`config.mk`:
```
export PLATFORM = sky130hd
export DESIGN_NAME = irq_collector
export DESIGN_NICKNAME = d
export VERILOG_FILES = /design/src/rtl/irq_collector.sv
export SDC_FILE = /design/constraint.sdc
export NUM_CORES = 1
export LEC_CHECK = 0
export ABC_AREA = 1
export BUFFER_PORTS_ARGS = -buffer_cell sky130_fd_sc_hd__clkbuf_2
export CELL_PAD_IN_SITES_DETAIL_PLACEMENT = 0
export CELL_PAD_IN_SITES_GLOBAL_PLACEMENT = 1
export CORE_ASPECT_RATIO = 0.7
export CORE_UTILIZATION = 40
export DETAILED_ROUTE_END_ITERATION = 10
export GPL_TIMING_DRIVEN = 1
export HOLD_SLACK_MARGIN = 0.06
export MAX_ROUTING_LAYER = met4
export PLACE_DENSITY = 0.74
export RECOVER_POWER = 100
export SLEW_MARGIN = 25
export SYNTH_ARGS = -nofsm -noshare
export SYNTH_HDL_FRONTEND = slang
export SYNTH_SLANG_ARGS = --single-unit
export TNS_END_PERCENT = 100
```
`constraint.sdc`:
```
create_clock -name clk -period 1.36 [get_ports clk]
set_input_delay 0.272 -clock clk [delete_from_list [all_inputs] [get_ports clk]]
set_output_delay 0.272 -clock clk [all_outputs]
set_load 0.02 [all_outputs]
```
`src/rtl/irq_collector.sv`:
```
module irq_collector #(
  parameter int NCMP = 4,
  localparam int NB = NCMP + 3
) (
  input  logic            clk,
  input  logic            rst_n,
  input  logic            on_level,
  input  logic            wdt_expire,
  input  logic            adc_ready,
  input  logic [NCMP-1:0] cmp_gt,
  input  logic [NCMP-1:0] cmp_pol,
  input  logic            reg_wr,
  input  logic            reg_addr,
  input  logic [NB-1:0]   reg_wdata,
  output logic [NB-1:0]   reg_rdata,
  output logic            on_irq,
  output logic            wdt_irq,
  output logic            adc_irq,
  output logic            irq
);
  logic [NB-1:0] raw, s1, s2, s3, status, mask, set, clr;
  logic [1:0] fill;
  logic arm;
  logic [NCMP-1:0] t_now, t_old;

  assign raw = {cmp_gt, adc_ready, wdt_expire, on_level};

  always_ff @(posedge clk or negedge rst_n)
    if (!rst_n) begin
      s1 <= '0; s2 <= '0; s3 <= '0; fill <= '0;
    end else begin
      s1 <= raw; s2 <= s1; s3 <= s2;
      if (fill != 2'd3) fill <= fill + 2'd1;
    end

  // edges are only trusted once s3 holds a real sample
  assign arm   = (fill == 2'd3);
  assign t_now = ~(s2[NB-1:3] ^ cmp_pol);
  assign t_old = ~(s3[NB-1:3] ^ cmp_pol);
  assign set   = arm ? {t_now & ~t_old, s2[2] & ~s3[2], s2[1] & ~s3[1], s2[0] ^ s3[0]} : '0;
  assign clr   = (reg_wr && !reg_addr) ? reg_wdata : '0;

  always_ff @(posedge clk or negedge rst_n)
    if (!rst_n) begin
      status <= '0;
      mask   <= '1;
    end else begin
      status <= (status & ~clr) | set;
      if (reg_wr && reg_addr) mask <= reg_wdata;
    end

  assign reg_rdata = reg_addr ? mask : status;
  assign on_irq    = status[0] & ~mask[0];
  assign wdt_irq   = status[1] & ~mask[1];
  assign adc_irq   = |(status[NB-1:2] & ~mask[NB-1:2]);
  assign irq       = on_irq | wdt_irq | adc_irq;

  a_r7_set_beats_clear: assert property (@(posedge clk) disable iff (!rst_n)
    (set != '0) |=> ((status & $past(set)) == $past(set)));

  a_r6_clear_takes: assert property (@(posedge clk) disable iff (!rst_n)
    (reg_wr && !reg_addr) |=> ((status & $past(reg_wdata & ~set)) == '0));

  a_r6_sticky: assert property (@(posedge clk) disable iff (!rst_n)
    (set == '0 && !(reg_wr && !reg_addr)) |=> $stable(status));

  a_r8_all_masked_quiet: assert property (@(posedge clk) disable iff (!rst_n)
    (&mask) |-> !irq);

  a_r10_no_early_edge: assert property (@(posedge clk) disable iff (!rst_n)
    (fill != 2'd3) |=> (status == '0 || $stable(status) || $past(reg_wr)));
endmodule

```
* Yosys cells after proc, flatten, opt, wreduce, memory -nomap -nowiden
Index checks and enable logic that the tools add are counted.
** Word-level totals
- Output and inout bits :: 11
- Word-level logic and storage cells :: 38
- Input bits :: 22
- Bits in registers :: 37
** Operators by class
- Add/subtract/negate cells :: 1
- Reductions and logical operators :: 4
- Bitwise gates (word level) :: 22
- Equal/unequal tests :: 2
- Multiplexer cells :: 3
** Operators by type and width (count)
- two-way mux 7 bit :: 3
- NOT 4 bit :: 3
- bitwise XOR 4 bit :: 2
- bitwise AND 7 bit :: 1
- NOT 7 bit :: 1
- OR 7 bit :: 1
- bitwise AND 5 bit :: 1
- NOT 5 bit :: 1
- OR reduction 5 bit :: 1
- bitwise AND 1 bit :: 4
- bitwise AND 4 bit :: 1
- NOT 1 bit :: 4
- adder 2 x 1 -> 2 bit, second input constant :: 1
- equality test 2 bit, second input constant :: 1
- logical AND 1 bit :: 2
- != test 2 bit, second input constant :: 1
- OR 1 bit :: 2
- logical NOT 1 bit :: 1
- bitwise XOR 1 bit :: 1

* Longest topological paths before layout
- Depth in word-level cells :: 6
- Depth in mapped cells :: 5
- Mapped depth without buffers :: 5

* Worst setup path before layout
OpenSTA, ideal clock, no wires.
- Kind :: register -> output
- From :: reg mask[5]
- To :: out reg_rdata[5]
- Slack :: 0.065 ns
- Data arrival time :: 1.023 ns
- Cell stages (with the launch flop) :: 3
- Cell sequence :: dfstp_2 -> inv_1 -> o21ai_0
** On the way
- Word-level cells in the longest chain between the ends :: 1
** Ends and longest elaborated chain
- start: declaration :: line 21 : logic [NB-1:0] raw, s1, s2, s3, status, mask, set, clr;
- start signal: assignment :: line 49 : if (reg_wr && reg_addr) mask <= reg_wdata;
- two-way mux 7 bit :: line 52 : assign reg_rdata = reg_addr ? mask : status;
- end: declaration :: line 15 : output logic [NB-1:0] reg_rdata,
No other way between the ends.

* Worst setup path after layout
- From :: reg mask[6]
- To :: out irq
** On the way
- Word-level cells in the longest chain between the ends :: 4
** Ends and longest elaborated chain
- NOT 5 bit :: line 55 : assign adc_irq = |(status[NB-1:2] & ~mask[NB-1:2]);
- bitwise AND 5 bit :: line 55
- OR reduction 5 bit :: line 55
- OR 1 bit :: line 56 : assign irq = on_irq | wdt_irq | adc_irq;
- end: declaration :: line 19 : output logic irq
No other way between the ends.

==> results.txt <==
Final Hold Vio Count: 0
power per cell area: 1240 nW/um2
share of layout cells above drive strength 1: 42.3%
total track usage: 14.4%
IO Port Bufs: 32
Syn-to-layout area delta: 29.3%
Synth Area in Simple Gates: 15.1%
First DRT Iteration DRCs: 63
number of global-route vias before repair: 908
first-pass GRT wire length: 3860 um
failing checks: setup timing
Worst Clk Skew: 0.00372 ns
RD Place Congestion: 0.735
largest family of logic cells by synthesized area: simple AND/OR/NAND/NOR gates
die footprint: 3930 um2
XOR/XNOR Fraction of Synth Area: 0.596%
Setup crit start kind: flip-flop
reg-to-reg endpoint: fill[1]
post-synthesis adder-cell area fraction: 0.851%
DIE WIDTH: 74.5 um
routed len/inst: 9.76 um
Unique masters post-synth: 18
reg2reg start: fill[0]
Reg2Reg Setup Slack: 0.14 ns
Worst-path clk slew: 0.07 ns
outcome: finished with violations
DRT Pass-1 Iters: 4
HP Start: cmp_gt[3]
Tot Pwr: 2.36 mW
placed instance area: 1670 um2
critical path capture point type: primary output
H-tree depth: 2
critical path class: flip-flop to primary output
fin crit share: 114%
Tightest Hold Check Type: primary input to flip-flop
Fillers: 338
WL final: 2330 um
register area: 935 um2
unrepaired setup endpoints after global routing: true
Max transition margin: 68.5%
final instance area: 1900 um2
mean area per synthesized cell: 10.2 um2
TritonCTS clock tree: yes
max cap viols: 0
Yosys reg bits: 37
initial antenna violation count: 0
critical path data arrival time: 1.28 ns
Clock Root Buffer: clkbuf_8
setup violators final: 9
Critical Path Fanout Max: 2
# DRC: 0
CTS max path bufs: 2
sequential fraction of the synthesis area: 63.6%
I/O pin count: 33
max-slew violation count: 0
CTS Buf Count: 5
antenna cell count: 0
Reg2Reg Depth: 2
post-detail-place hpwl: 1710 um
area of the multi-input gates: 438 um2
effective utilization at floorplan: 41.8%
maximum vdd drop: 0.805 mV
Antenna Nets Post-Route: 0
fin util: 54.1%
worst path required time: 1.09 ns
Worst Max-Slew Pin Slew: 0.473 ns
mux contribution to synthesized area: 0.766%
row count: 18
Worst-Skew Late Latency: 0.28 ns
Via-to-Cell Ratio: 4.39
Synth Net Count: 167
Leak Pwr: 0.961 nW
Hold Slack: 0.0953 ns
Post-Syn Area: 1470 um2
via count: 1049
Die Span Y: 52.7 um
synthesis warning total: 0
post-place setup slack: 0.0597 ns
fin nets: 211
core area: 3510 um2
total placed cells including tap cells: 224
FMAX: 0.645 GHz
total congestion overflow: 0
Mapped Cells: 144
non-filler cells, final: 239
Fin Setup TNS: -0.837 ns
# clock sinks: 37
largest net degree at the start of global routing: 38
Synth Area in Compound Gates: 11.0%
Hold Crit Depth: 1
final worst slack: -0.190 ns
hold endpoint: s1[6]
Final min period: 1.55 ns
==> cells in the mapped netlist (all sizes together) <==
cell,number,area (um2)
dfstp,7,184
inv,23,86.3
ha,1,12.5
o21bai,4,30.0
nor2,2,7.51
nand3b,2,15.0
mux2,1,11.3
nand3,6,30.0
nand2,42,163
or2,1,6.26
buf,3,33.8
dfrtp,30,751
xnor2,1,8.76
o21ai,21,131
==> cell usage in the layout (no fill, tap or decap), types with 2 or more instances in the layout <==
master    instances
buf_4             6
buf_6             6
clkbuf_2         21
clkbuf_8          8
clkinv_2          2
dfrtp_1          30
dfstp_2           7
inv_1            14
inv_2             9
nand2_1          38
nand2_2           4
nand3_1           6
nand3b_1          2
o21ai_0           8
o21ai_1           2
o21ai_2          11
o21bai_1          4
==> worst max-delay path: stages (launching register included) <==
cell	delay, ns
dfstp_2	0.54
inv_2	0.04
nand2_1	0.05
nand2_1	0.06
nor2_2	0.09
nand3_1	0.07
buf_2	0.16
==> power breakdown <==
| group | switching, mW | internal (mW) |
|---|---|---|
| sequential | 0.0449 | 1.20 |
| clock | 0.349 | 0.354 |
| combinational | 0.219 | 0.198 |
==> registers in the layout, indices dropped and copies added, names as in the netlist <==
register and flops:
mask 7, s1 7, s2 7, s3 7, status 7, fill 2
==> cell type report <==
class                   count  share of cell area [%]
repair buffers             40                    15.6
well taps                  50                    3.29
flip-flops and latches     37                    49.2
inverters                  23                    4.54
clock buffers               6                    3.82
clock inverters             2                   0.527
multi-input cells          81                    23.0
==> timing repair <==
action                     4_1_cts  5_1_grt
hold endpoints to repair        30        0
hold buffers                     1        0
gates resized for setup         26       21
setup endpoints to repair       11       11
setup buffers                    1        5
pin swaps                        3        1
==> logic make-up after synthesis <==
group,Yosys count
adders and majority gates,1
muxes,1
DFF,37
and+or+nand+nor,53
buffers and inverters,26
xor gates and xnor gates,1
AOI/OAI and AO/OA,25
==> worst max-delay path by stage <==
| stage | from | to | slack (ns) | cells after the start |
|---|---|---|---|---|
| 5_1_grt | mask[6] | irq | -0.32 | 6 |
| 4_1_cts | mask[6] | irq | -0.21 | 6 |
| 6_report | mask[6] | irq | -0.19 | 6 |
| 3_5_place_dp | mask[6] | irq | 0.06 | 6 |
| 2_1_floorplan | mask[5] | reg_rdata[5] | 0.06 | 2 |
| 3_3_place_gp | mask[5] | irq | 0.10 | 6 |
==> metal layers <==
layer / global-route usage [%] / share of wire, %
met1: 16.6 / 47
met2: 22.5 / 46
met3: 4.62 / 5.2
met4: 7.55 / 1.7
met5: - / 0
No activity file was read; power rests on OpenSTA's default activity.
